### config.mk
export PLATFORM = sky130hd
export DESIGN_NAME = sectorReadSeq
export DESIGN_NICKNAME = d
export VERILOG_FILES = /design/src/rtl/seqPkg.sv /design/src/rtl/seqCtrl.sv /design/src/rtl/seqData.sv /design/src/rtl/sectorReadSeq.sv
export SDC_FILE = /design/constraint.sdc
export NUM_CORES = 1
export LEC_CHECK = 0
export CELL_PAD_IN_SITES_DETAIL_PLACEMENT = 0
export CELL_PAD_IN_SITES_GLOBAL_PLACEMENT = 1
export CORE_ASPECT_RATIO = 1.75
export CORE_MARGIN = 8
export CORE_UTILIZATION = 30
export CTS_BUF_LIST = sky130_fd_sc_hd__clkbuf_8
export DETAILED_ROUTE_END_ITERATION = 12
export PLACE_DENSITY_LB_ADDON = 0.08
export RECOVER_POWER = 25
export SYNTH_ARGS = -nofsm -noshare
export SYNTH_HDL_FRONTEND = slang
export SYNTH_SLANG_ARGS = --single-unit
### constraint.sdc
create_clock -name clk -period 4.7 [get_ports clk]
set_input_delay 0.94 -clock clk [delete_from_list [all_inputs] [get_ports clk]]
set_output_delay 0.94 -clock clk [all_outputs]
set_load 0.05 [all_outputs]
### src/rtl/seqPkg.sv
package seqPkg;

  localparam int CRC_W = 12;
  // x^12 + x^11 + x^3 + x^2 + x + 1, without the x^12 term
  localparam logic [CRC_W-1:0] CRC_POLY = 12'h80F;

  typedef enum logic [2:0] {
    FLD_SYNC0 = 3'b000,
    FLD_HDR   = 3'b001,
    FLD_SYNC1 = 3'b010,
    FLD_DATA  = 3'b011,
    FLD_CHK   = 3'b100,
    FLD_IDLE  = 3'b111
  } field_e;

  typedef struct packed {
    logic clrFlags;
    logic loadHdr;
    logic shiftHdr;
    logic clrCrc;
    logic shiftCrc;
    logic shiftWord;
    logic wordDone;
    logic capStatus;
  } strobe_t;

endpackage

### src/rtl/seqCtrl.sv
module seqCtrl
  import seqPkg::*;
#(
  parameter int ADDR_W          = 24,
  parameter int WORD_W          = 16,
  parameter int DATA_WORDS      = 96,
  parameter int GATE_ON         = 56,
  parameter int DATA_SYNC_START = 176
) (
  input  logic    clk,
  input  logic    rstN,
  input  logic    enable,
  input  logic    sectorMark,
  input  logic    bitStrobe,
  input  logic    bitIn,
  input  logic    hdrMiss,
  input  logic    crcNextZero,
  input  logic    lostData,
  output strobe_t stb,
  output logic    readGate,
  output logic    addrMismatch,
  output logic    crcError,
  output logic    sectorDone
);

  localparam int BC_W    = $clog2(DATA_SYNC_START + 1);
  localparam int FLD_MAX = (ADDR_W > WORD_W) ? ADDR_W : WORD_W;
  localparam int FC_W    = $clog2(FLD_MAX + 1);
  localparam int WC_W    = $clog2(DATA_WORDS + 1);
  localparam logic [BC_W-1:0] BC_MAX   = BC_W'(DATA_SYNC_START);
  localparam logic [BC_W-1:0] BC_GATE  = BC_W'(GATE_ON);
  localparam logic [FC_W-1:0] HDR_LAST = FC_W'(ADDR_W - 1);
  localparam logic [FC_W-1:0] WRD_LAST = FC_W'(WORD_W - 1);
  localparam logic [FC_W-1:0] CHK_LAST = FC_W'(CRC_W - 1);
  localparam logic [WC_W-1:0] WC_LAST  = WC_W'(DATA_WORDS - 1);

  field_e            state;
  logic [BC_W-1:0]   bitCnt;
  logic [FC_W-1:0]   fldCnt;
  logic [WC_W-1:0]   wordCnt;

  logic startMark, act, gateOk, syncOk;

  assign startMark = sectorMark & enable;
  assign act       = bitStrobe & ~startMark;
  assign gateOk    = bitCnt >= BC_GATE;
  assign syncOk    = bitCnt >= BC_MAX;

  assign readGate = ((state == FLD_SYNC0) && gateOk) ||
                    (state == FLD_HDR) || (state == FLD_SYNC1) ||
                    (state == FLD_DATA) || (state == FLD_CHK);

  always_comb begin
    stb           = '0;
    stb.clrFlags  = startMark;
    stb.loadHdr   = startMark;
    stb.clrCrc    = act & bitIn & (((state == FLD_SYNC0) & gateOk) |
                                   ((state == FLD_SYNC1) & syncOk));
    stb.shiftHdr  = act & (state == FLD_HDR);
    stb.shiftCrc  = act & ((state == FLD_HDR) | (state == FLD_DATA) |
                           (state == FLD_CHK));
    stb.shiftWord = act & (state == FLD_DATA);
    stb.wordDone  = stb.shiftWord & (fldCnt == WRD_LAST);
    stb.capStatus = stb.wordDone & (wordCnt == WC_LAST);
  end

  always_ff @(posedge clk or negedge rstN) begin
    if (!rstN) begin
      state        <= FLD_IDLE;
      bitCnt       <= '0;
      fldCnt       <= '0;
      wordCnt      <= '0;
      addrMismatch <= 1'b0;
      crcError     <= 1'b0;
      sectorDone   <= 1'b0;
    end else begin
      sectorDone <= 1'b0;
      if (startMark) begin
        state        <= FLD_SYNC0;
        bitCnt       <= '0;
        fldCnt       <= '0;
        wordCnt      <= '0;
        addrMismatch <= 1'b0;
        crcError     <= 1'b0;
      end else if (bitStrobe && state != FLD_IDLE) begin
        if (bitCnt != BC_MAX) bitCnt <= bitCnt + 1'b1;
        case (state)
          FLD_SYNC0: if (gateOk && bitIn) begin
            state  <= FLD_HDR;
            fldCnt <= '0;
          end
          FLD_HDR: begin
            if (hdrMiss) begin
              addrMismatch <= 1'b1;
              state        <= FLD_IDLE;
            end else if (fldCnt == HDR_LAST) begin
              state  <= FLD_SYNC1;
              fldCnt <= '0;
            end else begin
              fldCnt <= fldCnt + 1'b1;
            end
          end
          FLD_SYNC1: if (syncOk && bitIn) begin
            state   <= FLD_DATA;
            fldCnt  <= '0;
            wordCnt <= '0;
          end
          FLD_DATA: begin
            if (fldCnt == WRD_LAST) begin
              fldCnt <= '0;
              if (wordCnt == WC_LAST) begin
                state   <= FLD_CHK;
                wordCnt <= '0;
              end else begin
                wordCnt <= wordCnt + 1'b1;
              end
            end else begin
              fldCnt <= fldCnt + 1'b1;
            end
          end
          FLD_CHK: begin
            if (fldCnt == CHK_LAST) begin
              state  <= FLD_IDLE;
              fldCnt <= '0;
              if (crcNextZero) sectorDone <= ~lostData;
              else             crcError   <= 1'b1;
            end else begin
              fldCnt <= fldCnt + 1'b1;
            end
          end
          default: state <= FLD_IDLE;
        endcase
      end
    end
  end

  a_r9_done_pulse: assert property (@(posedge clk) disable iff (!rstN)
    sectorDone |=> !sectorDone);
  a_r9_done_clean: assert property (@(posedge clk) disable iff (!rstN)
    sectorDone |-> (!crcError && !lostData && !addrMismatch));
  a_r4_miss_gate: assert property (@(posedge clk) disable iff (!rstN)
    addrMismatch |-> !readGate);
  a_r2_mark_clears: assert property (@(posedge clk) disable iff (!rstN)
    startMark |=> (!addrMismatch && !crcError));
  a_r9_err_gate: assert property (@(posedge clk) disable iff (!rstN)
    crcError |-> !readGate);

endmodule

### src/rtl/seqData.sv
module seqData
  import seqPkg::*;
#(
  parameter int ADDR_W = 24,
  parameter int WORD_W = 16
) (
  input  logic              clk,
  input  logic              rstN,
  input  strobe_t           stb,
  input  logic              bitIn,
  input  logic [ADDR_W-1:0] expAddr,
  input  logic              wordTaken,
  output logic              hdrMiss,
  output logic              crcNextZero,
  output logic [WORD_W-1:0] wordData,
  output logic              wordValid,
  output logic              lostData,
  output logic [CRC_W-1:0]  checkStatus
);

  logic [ADDR_W-1:0] hdrShift;
  logic [CRC_W-1:0]  crc, crcNext;
  logic [WORD_W-1:0] wordShift, newWord, buf1;
  logic              buf1Full, buf2Full, move;

  assign hdrMiss     = bitIn ^ hdrShift[ADDR_W-1];
  assign crcNext     = {crc[CRC_W-2:0], 1'b0} ^
                       ((bitIn ^ crc[CRC_W-1]) ? CRC_POLY : '0);
  assign crcNextZero = (crcNext == '0);
  assign newWord     = {wordShift[WORD_W-2:0], bitIn};
  assign move        = buf1Full & ~buf2Full;
  assign wordValid   = buf2Full;

  always_ff @(posedge clk or negedge rstN) begin
    if (!rstN) begin
      hdrShift    <= '0;
      crc         <= '0;
      checkStatus <= '0;
      wordShift   <= '0;
    end else begin
      if (stb.loadHdr)       hdrShift <= expAddr;
      else if (stb.shiftHdr) hdrShift <= {hdrShift[ADDR_W-2:0], 1'b0};
      if (stb.clrCrc)        crc <= '0;
      else if (stb.shiftCrc) crc <= crcNext;
      if (stb.capStatus)     checkStatus <= crcNext;
      if (stb.shiftWord)     wordShift <= newWord;
    end
  end

  always_ff @(posedge clk or negedge rstN) begin
    if (!rstN) begin
      buf1     <= '0;
      buf1Full <= 1'b0;
      wordData <= '0;
      buf2Full <= 1'b0;
      lostData <= 1'b0;
    end else begin
      if (move) begin
        wordData <= buf1;
        buf2Full <= 1'b1;
      end else if (wordTaken && buf2Full) begin
        buf2Full <= 1'b0;
      end
      if (stb.wordDone) begin
        if (!buf1Full || move) begin
          buf1     <= newWord;
          buf1Full <= 1'b1;
        end else begin
          lostData <= 1'b1;
        end
      end else if (move) begin
        buf1Full <= 1'b0;
      end
      if (stb.clrFlags) lostData <= 1'b0;
    end
  end

  a_r6_word_hold: assert property (@(posedge clk) disable iff (!rstN)
    (wordValid && !wordTaken) |=> (wordValid && $stable(wordData)));
  a_r7_lost_sticky: assert property (@(posedge clk) disable iff (!rstN)
    (lostData && !stb.clrFlags) |=> lostData);
  a_r8_status_hold: assert property (@(posedge clk) disable iff (!rstN)
    !stb.capStatus |=> $stable(checkStatus));
  a_r7_lost_needs_full: assert property (@(posedge clk) disable iff (!rstN)
    $rose(lostData) |-> $past(buf1Full && buf2Full));

endmodule

### src/rtl/sectorReadSeq.sv
module sectorReadSeq
  import seqPkg::*;
#(
  parameter int ADDR_W          = 24,
  parameter int WORD_W          = 16,
  parameter int DATA_WORDS      = 96,
  parameter int GATE_ON         = 56,
  parameter int DATA_SYNC_START = 176
) (
  input  logic              clk,
  input  logic              rstN,
  input  logic              enable,
  input  logic              sectorMark,
  input  logic              bitStrobe,
  input  logic              bitIn,
  input  logic [ADDR_W-1:0] expAddr,
  input  logic              wordTaken,
  output logic              readGate,
  output logic [WORD_W-1:0] wordData,
  output logic              wordValid,
  output logic              addrMismatch,
  output logic              crcError,
  output logic              lostData,
  output logic              sectorDone,
  output logic [CRC_W-1:0]  checkStatus
);

  strobe_t stb;
  logic    hdrMiss, crcNextZero;

  seqCtrl #(
    .ADDR_W(ADDR_W), .WORD_W(WORD_W), .DATA_WORDS(DATA_WORDS),
    .GATE_ON(GATE_ON), .DATA_SYNC_START(DATA_SYNC_START)
  ) u_ctrl (
    .clk(clk), .rstN(rstN), .enable(enable), .sectorMark(sectorMark),
    .bitStrobe(bitStrobe), .bitIn(bitIn), .hdrMiss(hdrMiss),
    .crcNextZero(crcNextZero), .lostData(lostData), .stb(stb),
    .readGate(readGate), .addrMismatch(addrMismatch),
    .crcError(crcError), .sectorDone(sectorDone)
  );

  seqData #(.ADDR_W(ADDR_W), .WORD_W(WORD_W)) u_data (
    .clk(clk), .rstN(rstN), .stb(stb), .bitIn(bitIn), .expAddr(expAddr),
    .wordTaken(wordTaken), .hdrMiss(hdrMiss), .crcNextZero(crcNextZero),
    .wordData(wordData), .wordValid(wordValid), .lostData(lostData),
    .checkStatus(checkStatus)
  );

endmodule

* Yosys cells after proc, flatten, opt, wreduce, memory -nomap -nowiden
Index checks and enable logic that the tools add are counted.
** Cells by class
- Magnitude comparators :: 2
- Bitwise operators :: 21
- Reductions and logical operators :: 35
- Equal/unequal tests :: 20
- Muxes and demuxes :: 55
- Add/sub/neg operators :: 3
** Operators with widths (count)
- two-way mux 24 bit :: 2
- two-way mux 5 bit :: 8
- two-way mux 12 bit :: 3
- two-way mux 7 bit :: 5
- two-way mux 3 bit :: 9
- case mux 5 bit (5 select lines) :: 1
- two-way mux 8 bit :: 3
- two-way mux 1 bit :: 22
- nonzero test 2 bit :: 11
- inequality test 3 x 2 -> 1 bit, second input constant :: 6
- case mux 3 bit (5 select lines) :: 1
- case mux 7 bit (2 select lines) :: 1
- AND 1 bit :: 12
- logical NOT 12 bit :: 1
- XOR 12 bit :: 1
- == test 5 x 4 -> 1 bit, second input constant :: 2
- adder 8 x 1 -> 8 bit, second input constant :: 1
- >= comparator 8 x 6 -> 1 bit, second input constant :: 1
- >= comparator 8 bit, second input constant :: 1
- inequality test 8 bit, second input constant :: 1
- AND reduction 2 bit :: 4
- AND reduction 4 bit :: 2
- adder 7 x 1 -> 7 bit, second input constant :: 1
- == test 7 bit, second input constant :: 1
- other kinds (21) :: 36
** Word-level totals
- Word-level logic and storage cells :: 152
- Register bits after elaboration :: 124
- Output and inout port bits :: 34

* Longest topological paths before layout
Gate-level depths: netlist of the first run.
- Word-level depth :: 9
- Mapped depth :: 9

* Cells and area by module
A second synthesis of the first run with hierarchy kept.
** Unflattened totals
- Cell total of the unflattened synthesis :: 491
- Area total of the unflattened synthesis :: 5715.5 µm²
** Modules (own cells, without submodules)
- seqData :: area each 4030.1 µm², times used 1, cells an instance 295
- seqCtrl :: area each 1685.4 µm², times used 1, cells an instance 196

* Least setup slack after synthesis of the first run
No wires, ideal clock.
- Path kind :: register -> output
- From :: register u_ctrl.state[1]
- To :: output port readGate
- Data arrival time :: 2.037 ns
- Slack :: 1.723 ns
- Required time :: 3.760 ns
- Buffers on the path :: 2
- Cell stages (with the launch flop) :: 5
- Cells stage by stage :: dfstp_2 -> buf_2 -> buf_6 -> nor3_1 -> a21boi_0
** Between the ends
- Longest elaborated chain between the ends :: 6
- Elaborated cells between the ends (all ways) :: 10
- Those cells by class :: eq/ne: 4; reduce/logical: 6
** Ends and longest elaborated chain
- from (decl) :: line seqCtrl.sv:37 : field_e state;
- from (signal assigned) :: line seqCtrl.sv:69 : state <= FLD_IDLE;
- from (signal assigned) :: line seqCtrl.sv:79 : state <= FLD_SYNC0;
- from (signal assigned) :: line seqCtrl.sv:89 : state <= FLD_HDR;
- logical NOT 3 bit :: line seqCtrl.sv:49 : assign readGate = ((state == FLD_SYNC0) && gateOk) ||
- logical AND 1 bit :: line seqCtrl.sv:49
- logical OR 1 bit :: line seqCtrl.sv:49
- logical OR 1 bit (2 in a row) :: line seqCtrl.sv:50 : (state == FLD_HDR) || (state == FLD_SYNC1) ||
- logical OR 1 bit * :: line seqCtrl.sv:51 : (state == FLD_DATA) || (state == FLD_CHK);
- to (decl) :: line sectorReadSeq.sv:18 : output logic readGate,
Mark *: on every way between the ends. The rest lies on a longest branch, timed or not.

* Worst setup path after layout of the first run
Same ends and word-level chain as after synthesis.

==> results.ini, run 1 <==
[outcome]
status=finished, violations left
violations=capacitance limit, slew limit

[clock_network]
clk_pin_slew_ns=0.08
cts_setup_buffers=0
clk-insertion-delay-late_ns=0.44
cts-buffers-inserted=17
cts_resized=0
cts_buffer_depth=2
cts_hold_buf=0
htreeDepth=4
cts_root_buf=clkbuf_8
cts_tree=built
clock-sinks=124

[floorplan]
die_w_um=121
initial_core_util_pct=30.5
die_y_um=200
num_rows=67
num_io_pins=65
core_um2=19100
dieArea_um2=24300

[sta]
fmax_mhz=293
slew_headroom_pct=-23.1
rsz0062_at_grt=false
final.setup_skew_ns=0.0119
report.final.slew_viol_count=98
setup_violations=0
period_needed_ns=3.41
worst_pin_slew_ns=1.85
finalCritPeriodShare_pct=72.5
final_hold_viol_count=0
fin_setup_tns_ns=0

[grt]
grt_remaining_overflow=0
grt_pass1_wl_mm=23.6
first_global_vias=4432
grt_max_degree=70
antenna_found_initial=0
grt.total_usage_pct=12.2

[route]
viasPerCell=4.76
ant_nets=0
first_iter_violations=188
wl_per_cell_um=16.4
drc_errors=0
drt_wl_total_mm=13.8
num_vias=3992
drt-pass1-iter-count=4

[synth]
synthDistinctLibCells=68
ys_seq_area_share_pct=53.3
syn_nets=560
syn_area_per_cell_um2=11.2
async_reset_ff_share_pct=100
synthFlopType=dfrtp_1
synth_warnings=0
ys_ff_latch=124
syn-instance-count=522
synth_area_um2=5820
synth-edff-count=0

[setup_path]
crit_type=reg2out
crit_fanout=18
cp.arrival_ns=2.47
worstPathRequired_ns=3.76
worst_setup_path_start_kind=flip-flop
crit_path_end_kind=primary output

[finish]
layout.cells.most_common_list=121 x dfrtp_1, 89 x nand2_1, 63 x clkdlybuf4s50_1
drive_gt1_share_pct=16.4
nets=622
areaGrowthSynthToFinish_pct=21.7
layout_commonest_cell=dfrtp_1
insertedDiodeCount=0
fillers=1923

[placed_design]
hpwlAfterDp_mm=9.33
gp_congestion=0.764
portBuffers=64

[pwr]
p_leak_nw=3.32
peakVddDrop_mv=0.205
cellPowerDensity_nw_per_um2=431
total_power_mw=3.05

[flow_run]
timing.max_cap.violations=2

[worst_hold_path]
hp-class=reg2reg

[registers in the layout, summed over array words and instances (netlist names)]
register and count:
u_ctrl.addrMismatch 1, u_ctrl.bitCnt 8, u_ctrl.crcError 1, u_ctrl.fldCnt 5, u_ctrl.sectorDone 1, u_ctrl.state 3
u_ctrl.wordCnt 7, u_data.buf1 16, u_data.buf1Full 1, u_data.checkStatus 12, u_data.crc 12, u_data.hdrShift 24
u_data.lostData 1, u_data.wordData 16, u_data.wordShift 15, u_data.wordValid 1
[worst paths after layout]
check	slack, ns	cells past startpoint	end	from
setup reg to reg	2.23	7	u_data.checkStatus[9]$_DFFE_PN0P_	u_ctrl.fldCnt[0]$_DFFE_PN0P_
min in group asynchronous	0.99	1	u_ctrl.bitCnt[2]$_DFFE_PN0P_	rstN
hold / removal	0.48	2	u_data.hdrShift[14]$_DFFE_PN0P_	u_data.hdrShift[14]$_DFFE_PN0P_
hold reg to reg	0.48	2	u_data.hdrShift[14]$_DFFE_PN0P_	u_data.hdrShift[14]$_DFFE_PN0P_
max in group asynchronous	1.54	2	u_data.checkStatus[7]$_DFFE_PN0P_	rstN
setup / recovery	1.29	3	readGate	u_ctrl.state[1]$_DFFE_PN1P_
[synth_stat cells, drive strengths merged (2+ instances only)]
| master | n | area share [%] |
|---|---|---|
| dfrtp | 121 | 52 |
| nand2 | 90 | 5.9 |
| mux2 | 44 | 9.1 |
| o21ai | 39 | 3.4 |
| mux2i | 35 | 6.0 |
| nor2 | 29 | 2.1 |
| nand3 | 18 | 1.8 |
| clkbuf | 15 | 0.97 |
| buf | 11 | 1.3 |
| inv | 10 | 0.64 |
| a21oi | 8 | 0.69 |
| ha | 7 | 1.5 |
| nor3 | 7 | 0.88 |
| xnor2 | 7 | 1.2 |
| and3 | 6 | 0.64 |
| nand4 | 6 | 0.75 |
| xor2 | 6 | 0.90 |
| a22o | 5 | 0.75 |
| nor2b | 5 | 0.54 |
| a21boi | 4 | 0.52 |
| o211ai | 4 | 0.69 |
| a31oi | 3 | 0.32 |
| dfstp | 3 | 1.4 |
| nor3b | 3 | 0.56 |
| nor4b | 3 | 0.71 |
| or2 | 3 | 0.32 |
| a211oi | 2 | 0.26 |
| a32oi | 2 | 0.30 |
| and2 | 2 | 0.21 |
| nor4 | 2 | 0.21 |
| o211a | 2 | 0.34 |
| o2bb2ai | 2 | 0.30 |
| or3 | 2 | 0.30 |
| or4bb | 2 | 0.39 |
[cells by family after synthesis]
kind of cell	Yosys count	synth area share, %
and+or+nand+nor	182	15.9
muxes	79	15.1
AOI/OAI and AO/OA	81	9.11
buffers and inverters	36	2.94
xor gates and xnor gates	13	2.08
DFF	124	53.3
adders and majority gates	7	1.50
[layer usage]
layer  vias to the layer above  share of wire (%)  GRT usage [%]
met2                        55                 54           21.3
met1                      1973                 41           13.8
li1                       1955                  -              -
met4                         0                1.3           4.30
met3                         9                3.5           3.35
met5                         -                  0              0
[report_power, final]
part	switching, mW	internal (mW)	total, mW
sequential	0.184	1.26	1.44
combinational	0.364	0.271	0.636
clock	0.480	0.498	0.978
[per-stage QoR]
step | hold slack, ns | instances | worst slack [ns] | util, % | area [µm²]
after global placement | 0.463 | 806 | 1.35 | 35.0 | 6690
after floorplan | 0.442 | 522 | 1.72 | - | 5820
after detailed placement | 0.471 | 806 | 1.31 | 35.0 | 6690
after global routing | 0.514 | 838 | 0.956 | 37.1 | 7090
final | 0.481 | 838 | 1.29 | 37.1 | 7090
after CTS | 0.488 | 838 | 1.15 | 37.1 | 7090
[critical path, cell delays in order (launching register included)]
cell             delay, ns
dfstp_2               0.76
nor3_1                0.13
a21boi_0              0.28
clkdlybuf4s50_1       0.86
[layout make-up]
type                    instances  area, µm²  share of cell area (%)
well taps                     241        302                    4.25
inverters                      10       37.5                   0.530
repair buffers                 69        669                    9.45
flip-flops and latches        124       3110                    43.8
clock inverters                14        160                    2.26
multi-input cells             362       2560                    36.2
clock buffers                  18        248                    3.50
Power figures use the tool's default switching activity.
==> run 2, diff against run 1 <==
==> constraint.sdc (replaced) <==
create_clock -name clk -period 3.55 [get_ports clk]
set_input_delay 0.71 -clock clk [delete_from_list [all_inputs] [get_ports clk]]
set_output_delay 0.71 -clock clk [all_outputs]
set_load 0.05 [all_outputs]
==> run 2 against run 1 <==
The flow still finishes with violations (capacitance limit, slew limit). Die area stayed put. Combinational power is 37% higher. Non-clock buffer count is 7 higher. Sequential share of layout area is 0.34 points lower. Flip-flop and latch count stayed put. Largest cell class unchanged.
==> results.ini, run 2 (same netlist as run 1, synthesis figures left out) <==
[outcome]
status=finished, violations left
violations=capacitance limit, slew limit

[route]
num_vias=4029
ant_nets=0
drt_wl_total_mm=14.0
drt-pass1-iter-count=4
drc_errors=0
wl_per_cell_um=16.6
first_iter_violations=173
viasPerCell=4.77

[setup_path]
r2r_slack_ns=1.10
rr_endpoint=u_data.checkStatus[9]$_DFFE_PN0P_
crit_buf_inv=1
crit_fanout=18
worst_setup_path_start_kind=flip-flop
worstPathRequired_ns=2.84
ff2ff_path_depth=7
cp_slowest_cell=clkdlybuf4s50_1
crit_chain=nor3_1, a21boi_0, clkdlybuf4s50_1
r2r_start=u_ctrl.fldCnt[0]$_DFFE_PN0P_
worst_path_largest_cell_delay_ns=0.86
cpLargestDelayFamily=buffers and inverters
crit_path_end_kind=primary output
cp.arrival_ns=2.48
crit_type=reg2out

[floorplan]
num_rows=67
num_io_pins=65
initial_core_util_pct=30.5
die_y_um=200
die_w_um=121
core_um2=19100
dieArea_um2=24300

[clock_network]
cts_resized=0
cts_setup_buffers=0
cts_buffer_depth=2
htreeDepth=4
clock-sinks=124
clk-insertion-delay-late_ns=0.44
cts-buffers-inserted=17
clk_pin_slew_ns=0.07
cts_tree=built
cts_root_buf=clkbuf_8
cts_hold_buf=0

[sta]
whs_ns=0.478
report.final.slew_viol_count=35
rsz0062_at_grt=false
fin_setup_tns_ns=0
fmax_mhz=313
final.setup_skew_ns=0.0139
worst_pin_slew_ns=2.09
final_hold_viol_count=0
period_needed_ns=3.19
setup_violations=0
slew_headroom_pct=-39.3
finalCritPeriodShare_pct=90.0

[placed_design]
portBuffers=64
hpwlAfterDp_mm=9.72
gp_congestion=0.767

[finish]
areaGrowthSynthToFinish_pct=22.6
largest_reg_flops=24
largest-register=u_data.hdrShift
layout.cells.most_common_list=121 x dfrtp_1, 89 x nand2_1, 63 x clkdlybuf4s50_1
insertedDiodeCount=0
drive_gt1_share_pct=17.2
nets=629
layout_commonest_cell=dfrtp_1
reg_top3=u_data.hdrShift x24, u_data.buf1 x16, u_data.wordData x16

[worst_hold_path]
hold_depth=2
min_to=u_data.hdrShift[3]$_DFFE_PN0P_
hp-class=reg2reg
min_from=u_data.hdrShift[3]$_DFFE_PN0P_

[grt]
grt_pass1_wl_mm=23.6
antenna_found_initial=0
grt_max_degree=54
first_global_vias=4408
grt.total_usage_pct=12.4
grt_remaining_overflow=0

[pwr]
p_leak_nw=3.36
cellPowerDensity_nw_per_um2=566
peakVddDrop_mv=0.320

[flow_run]
timing.max_cap.violations=1

==> run 2: worst max path at each step <==
stage,slack [ns],start,cells after the start,endpoint
floorplan,0.80,u_ctrl.state[1]$_DFFE_PN1P_,4,readGate
global placement,0.72,bitIn,5,u_ctrl.state[0]$_DFFE_PN1P_
detailed placement,0.69,bitIn,7,u_ctrl.sectorDone$_DFF_PN0_
CTS,0.25,u_ctrl.state[1]$_DFFE_PN1P_,3,readGate
global route,0.17,u_ctrl.state[1]$_DFFE_PN1P_,3,readGate
finish,0.36,u_ctrl.state[1]$_DFFE_PN1P_,3,readGate
==> run 2: tightest hold or removal path, delay by kind of cell, from the launching register on <==
family | cells | cell delay (ns)
compound gates | 1 | 0.06
flops | 1 | 0.34
simple gates | 1 | 0.04
==> run 2: layout make-up <==
cell class	instances	area [µm²]
tap	241	302
clock inverter	13	139
multi-input combinational	362	2560
fill	1943	12000
timing repair buffer	76	737
inverter	10	37.5
clock buffer	19	262
sequential	124	3110
==> run 2: power breakdown <==
group | internal [mW] | switching, mW
combinational | 0.381 | 0.489
clock | 0.663 | 0.597
sequential | 1.66 | 0.247
total | 2.71 | 1.33
==> run 2: through the flow <==
stage                     instances  setup slack [ns]  util (%)  total power, mW  area [µm²]
after floorplan                 522             0.803         -             2.52        5820
after global placement          813             0.716      35.3             2.81        6750
after detailed placement        813             0.694      35.3             2.83        6750
after CTS                       845             0.246      37.4             4.13        7150
after global routing            845             0.165      37.4             4.33        7140
final                           845             0.356      37.4             4.04        7140
==> run 2: metal layers <==
metal  track usage (%)  vias up  share of wire (%)
li1                  -     1961                  -
met1              13.6     2006                 41
met2              21.6       48                 54
met3              3.52       14                2.9
met4              5.01        0                1.5
met5                 0        -                  0
==> run 3, diff against run 2 <==
--- a/config.mk
+++ b/config.mk
@@ -16,4 +16,5 @@
 export RECOVER_POWER = 25
 export SYNTH_ARGS = -nofsm -noshare
 export SYNTH_HDL_FRONTEND = slang
+export SYNTH_HIERARCHICAL = 1
 export SYNTH_SLANG_ARGS = --single-unit
==> run 3 against run 2 <==
The run still ends with capacitance limit, slew limit left. Flip-flop and latch count stayed put. Via count decreased by 3.4%. Sequential share of layout area rose by 0.63 points. Power shrank 0.36%. Synthesized cell count shrank 5.9%. Clock power about the same. Critical path depth did not move. Largest cell class unchanged.
==> results.ini, run 3 <==
[outcome]
status=finished, violations left
violations=capacitance limit, slew limit

[sta]
slew_headroom_pct=-54.1
whs_ns=0.483
final_hold_viol_count=0
fmax_mhz=325
rsz0062_at_grt=false
period_needed_ns=3.08
fin_setup_tns_ns=0
finalCritPeriodShare_pct=86.7
worst_pin_slew_ns=2.31
final.setup_skew_ns=0.0156
report.final.slew_viol_count=40
setup_violations=0

[pwr]
p_leak_nw=3.12
peakVddDrop_mv=0.216
cellPowerDensity_nw_per_um2=572

[finish]
nets=601
largest_reg_flops=24
fin_cells=815
fillers=1950
final_util_pct=37.2
final_area_um2=7040
largest-register=u_data/hdrShift
reg_top3=u_data/hdrShift x24, u_data/buf1 x16, u_data/wordData x16
multi_input_area_um2=2420
drive_gt1_share_pct=15.5
areaGrowthSynthToFinish_pct=23.2
insertedDiodeCount=0
seq_area_um2=3110
layout_commonest_cell=dfrtp_1
layout.cells.most_common_list=121 x dfrtp_1, 62 x clkdlybuf4s50_1, 40 x nand2_1

[placed_design]
portBuffers=64
hpwlAfterDp_mm=9.20
gp_congestion=0.750
place_inst=784
placed_area_um2=6640

[clock_network]
clk_pin_slew_ns=0.07
clock-sinks=124
cts_buffer_depth=2
cts_hold_buf=0
cts_setup_buffers=0
cts-buffers-inserted=17
clk-insertion-delay-late_ns=0.43
cts_resized=0
cts_tree=built
cts_root_buf=clkbuf_8
htreeDepth=4

[grt]
grt_remaining_overflow=0
grt_max_degree=61
grt.total_usage_pct=11.7
met1_usage_pct=12.9
grt.met2_usage_pct=20.7
grt.busiest_layer=met2
grt_use_met3_pct=3.10
grt_pass1_wl_mm=22.1
first_global_vias=4200
antenna_found_initial=0

[floorplan]
initial_core_util_pct=30.2
dieArea_um2=23900
num_io_pins=65
die_w_um=120
die_y_um=199
core_um2=18900
num_rows=67

[synth]
syn_nets=530
synth_top_cell_area_share_pct=53.0
ys_seq_area_share_pct=54.4
yosys-top-cells-area=dfrtp_1 53%, mux2i_1 6.3%, mux2_2 6.1%, mux2_1 5.1%, nand2_1 2.6%
ys_ff_latch=124
synth-edff-count=0
synth_area_um2=5720
synth_warnings=6
yosysTopAreaCell=dfrtp_1
synthDistinctLibCells=62
synthFlopType=dfrtp_1
syn-instance-count=491
synthTopCellsByCount=121 x dfrtp_1, 40 x nand2_1, 36 x mux2i_1, 34 x nor2_1, 31 x mux2_2
async_reset_ff_share_pct=100
yosysMostFrequentCell=dfrtp_1
syn_area_per_cell_um2=11.6

[route]
first_iter_violations=140
viasPerCell=4.78
wl_per_cell_um=15.9
ant_nets=0
drt-pass1-iter-count=4
num_vias=3892
drc_errors=0
drt_wl_total_mm=13.0

[setup_path]
crit_type=reg2out
worst_setup_path_start_kind=flip-flop
crit_fanout=16
worst_path_largest_cell_delay_ns=0.83
cp-startpoint=u_ctrl/state[1]$_DFFE_PN1P_
worstPathRequired_ns=2.84
cp_slowest_cell=clkdlybuf4s50_1
crit_path_end_kind=primary output
r2r_start=u_ctrl/state[1]$_DFFE_PN1P_
crit_chain=nor2_1, mux2i_1, clkdlybuf4s50_1
cp.arrival_ns=2.37

[flow_run]
timing.max_cap.violations=1

[worst_hold_path]
min_from=u_data/buf1[8]$_DFFE_PN0P_
hp-class=reg2reg

[run 3: cell types whose count changed after synthesis, moves of 5 or more]
cell / delta
nor2_1: +6
inv_1: +5
nand3_1: -5
nand2b_1: +6
buf_2: +5
nand2_1: -49
mux2_1: +20
o21ai_1: +18
mux2_4: -8
o21ai_0: -16
clkbuf_1: -5
a21oi_1: +7
[run 3: cells by family (layout without fill, tap and decap cells)]
group	after synthesis	in the layout	synth area share (%)
AOI/OAI and AO/OA	82	82	9.13
DFF	124	124	54.4
adders and majority gates	8	8	1.75
buffers and inverters	41	124	3.44
xor gates and xnor gates	10	10	2.19
muxes	94	94	17.8
and+or+nand+nor	132	132	11.3
[run 3: worst paths after layout]
path                                                     endpoint  slack (ns)  depth (start not counted)
worst max-delay path                                     readGate        0.47                          3
worst min-delay path                   u_data/buf1[8]$_DFFE_PN0P_        0.48                          1
worst max register to register         u_data/buf1[2]$_DFFE_PN0P_        1.15                          7
worst min register to register         u_data/buf1[8]$_DFFE_PN0P_        0.48                          1
max in group asynchronous       u_data/checkStatus[4]$_DFFE_PN0P_        1.20                          2
min in group asynchronous           u_ctrl/wordCnt[2]$_DFFE_PN0P_        0.97                          1
[run 3: worst max-delay path, delay by kind of cell, from the launching register on]
kind,cells,cell delay [ns]
buffers and inverters,1,0.83
AND/OR/NAND/NOR,1,0.17
flip-flops,1,0.73
multiplexers,1,0.21
[run 3: layer usage]
| metal | routed length [µm] | up-vias |
|---|---|---|
| met3 | 534 | 18 |
| li1 | - | 1876 |
| met5 | 0 | - |
| met1 | 5410 | 1926 |
| met4 | 263 | 0 |
| met2 | 6780 | 72 |
[run 3: cell type report]
type                       instances  area share (%)
multi-input combinational        326            34.4
timing repair buffer              77            10.6
clock inverter                    14            2.43
tap                              241            4.28
inverter                          16           0.853
sequential                       124            44.1
clock buffer                      17            3.32
[run 3: where the power goes]
part | switching (mW) | internal, mW
logic | 0.487 | 0.416
registers | 0.229 | 1.62
clock network | 0.584 | 0.693
[run 3: stage by stage]
| step | setup slack (ns) | total power [mW] |
|---|---|---|
| after global placement | 0.627 | 2.78 |
| final | 0.473 | 4.03 |
| after CTS | 0.396 | 4.11 |
| after floorplan | 1.25 | 2.48 |
| after detailed placement | 0.615 | 2.80 |
| after global routing | 0.353 | 4.31 |
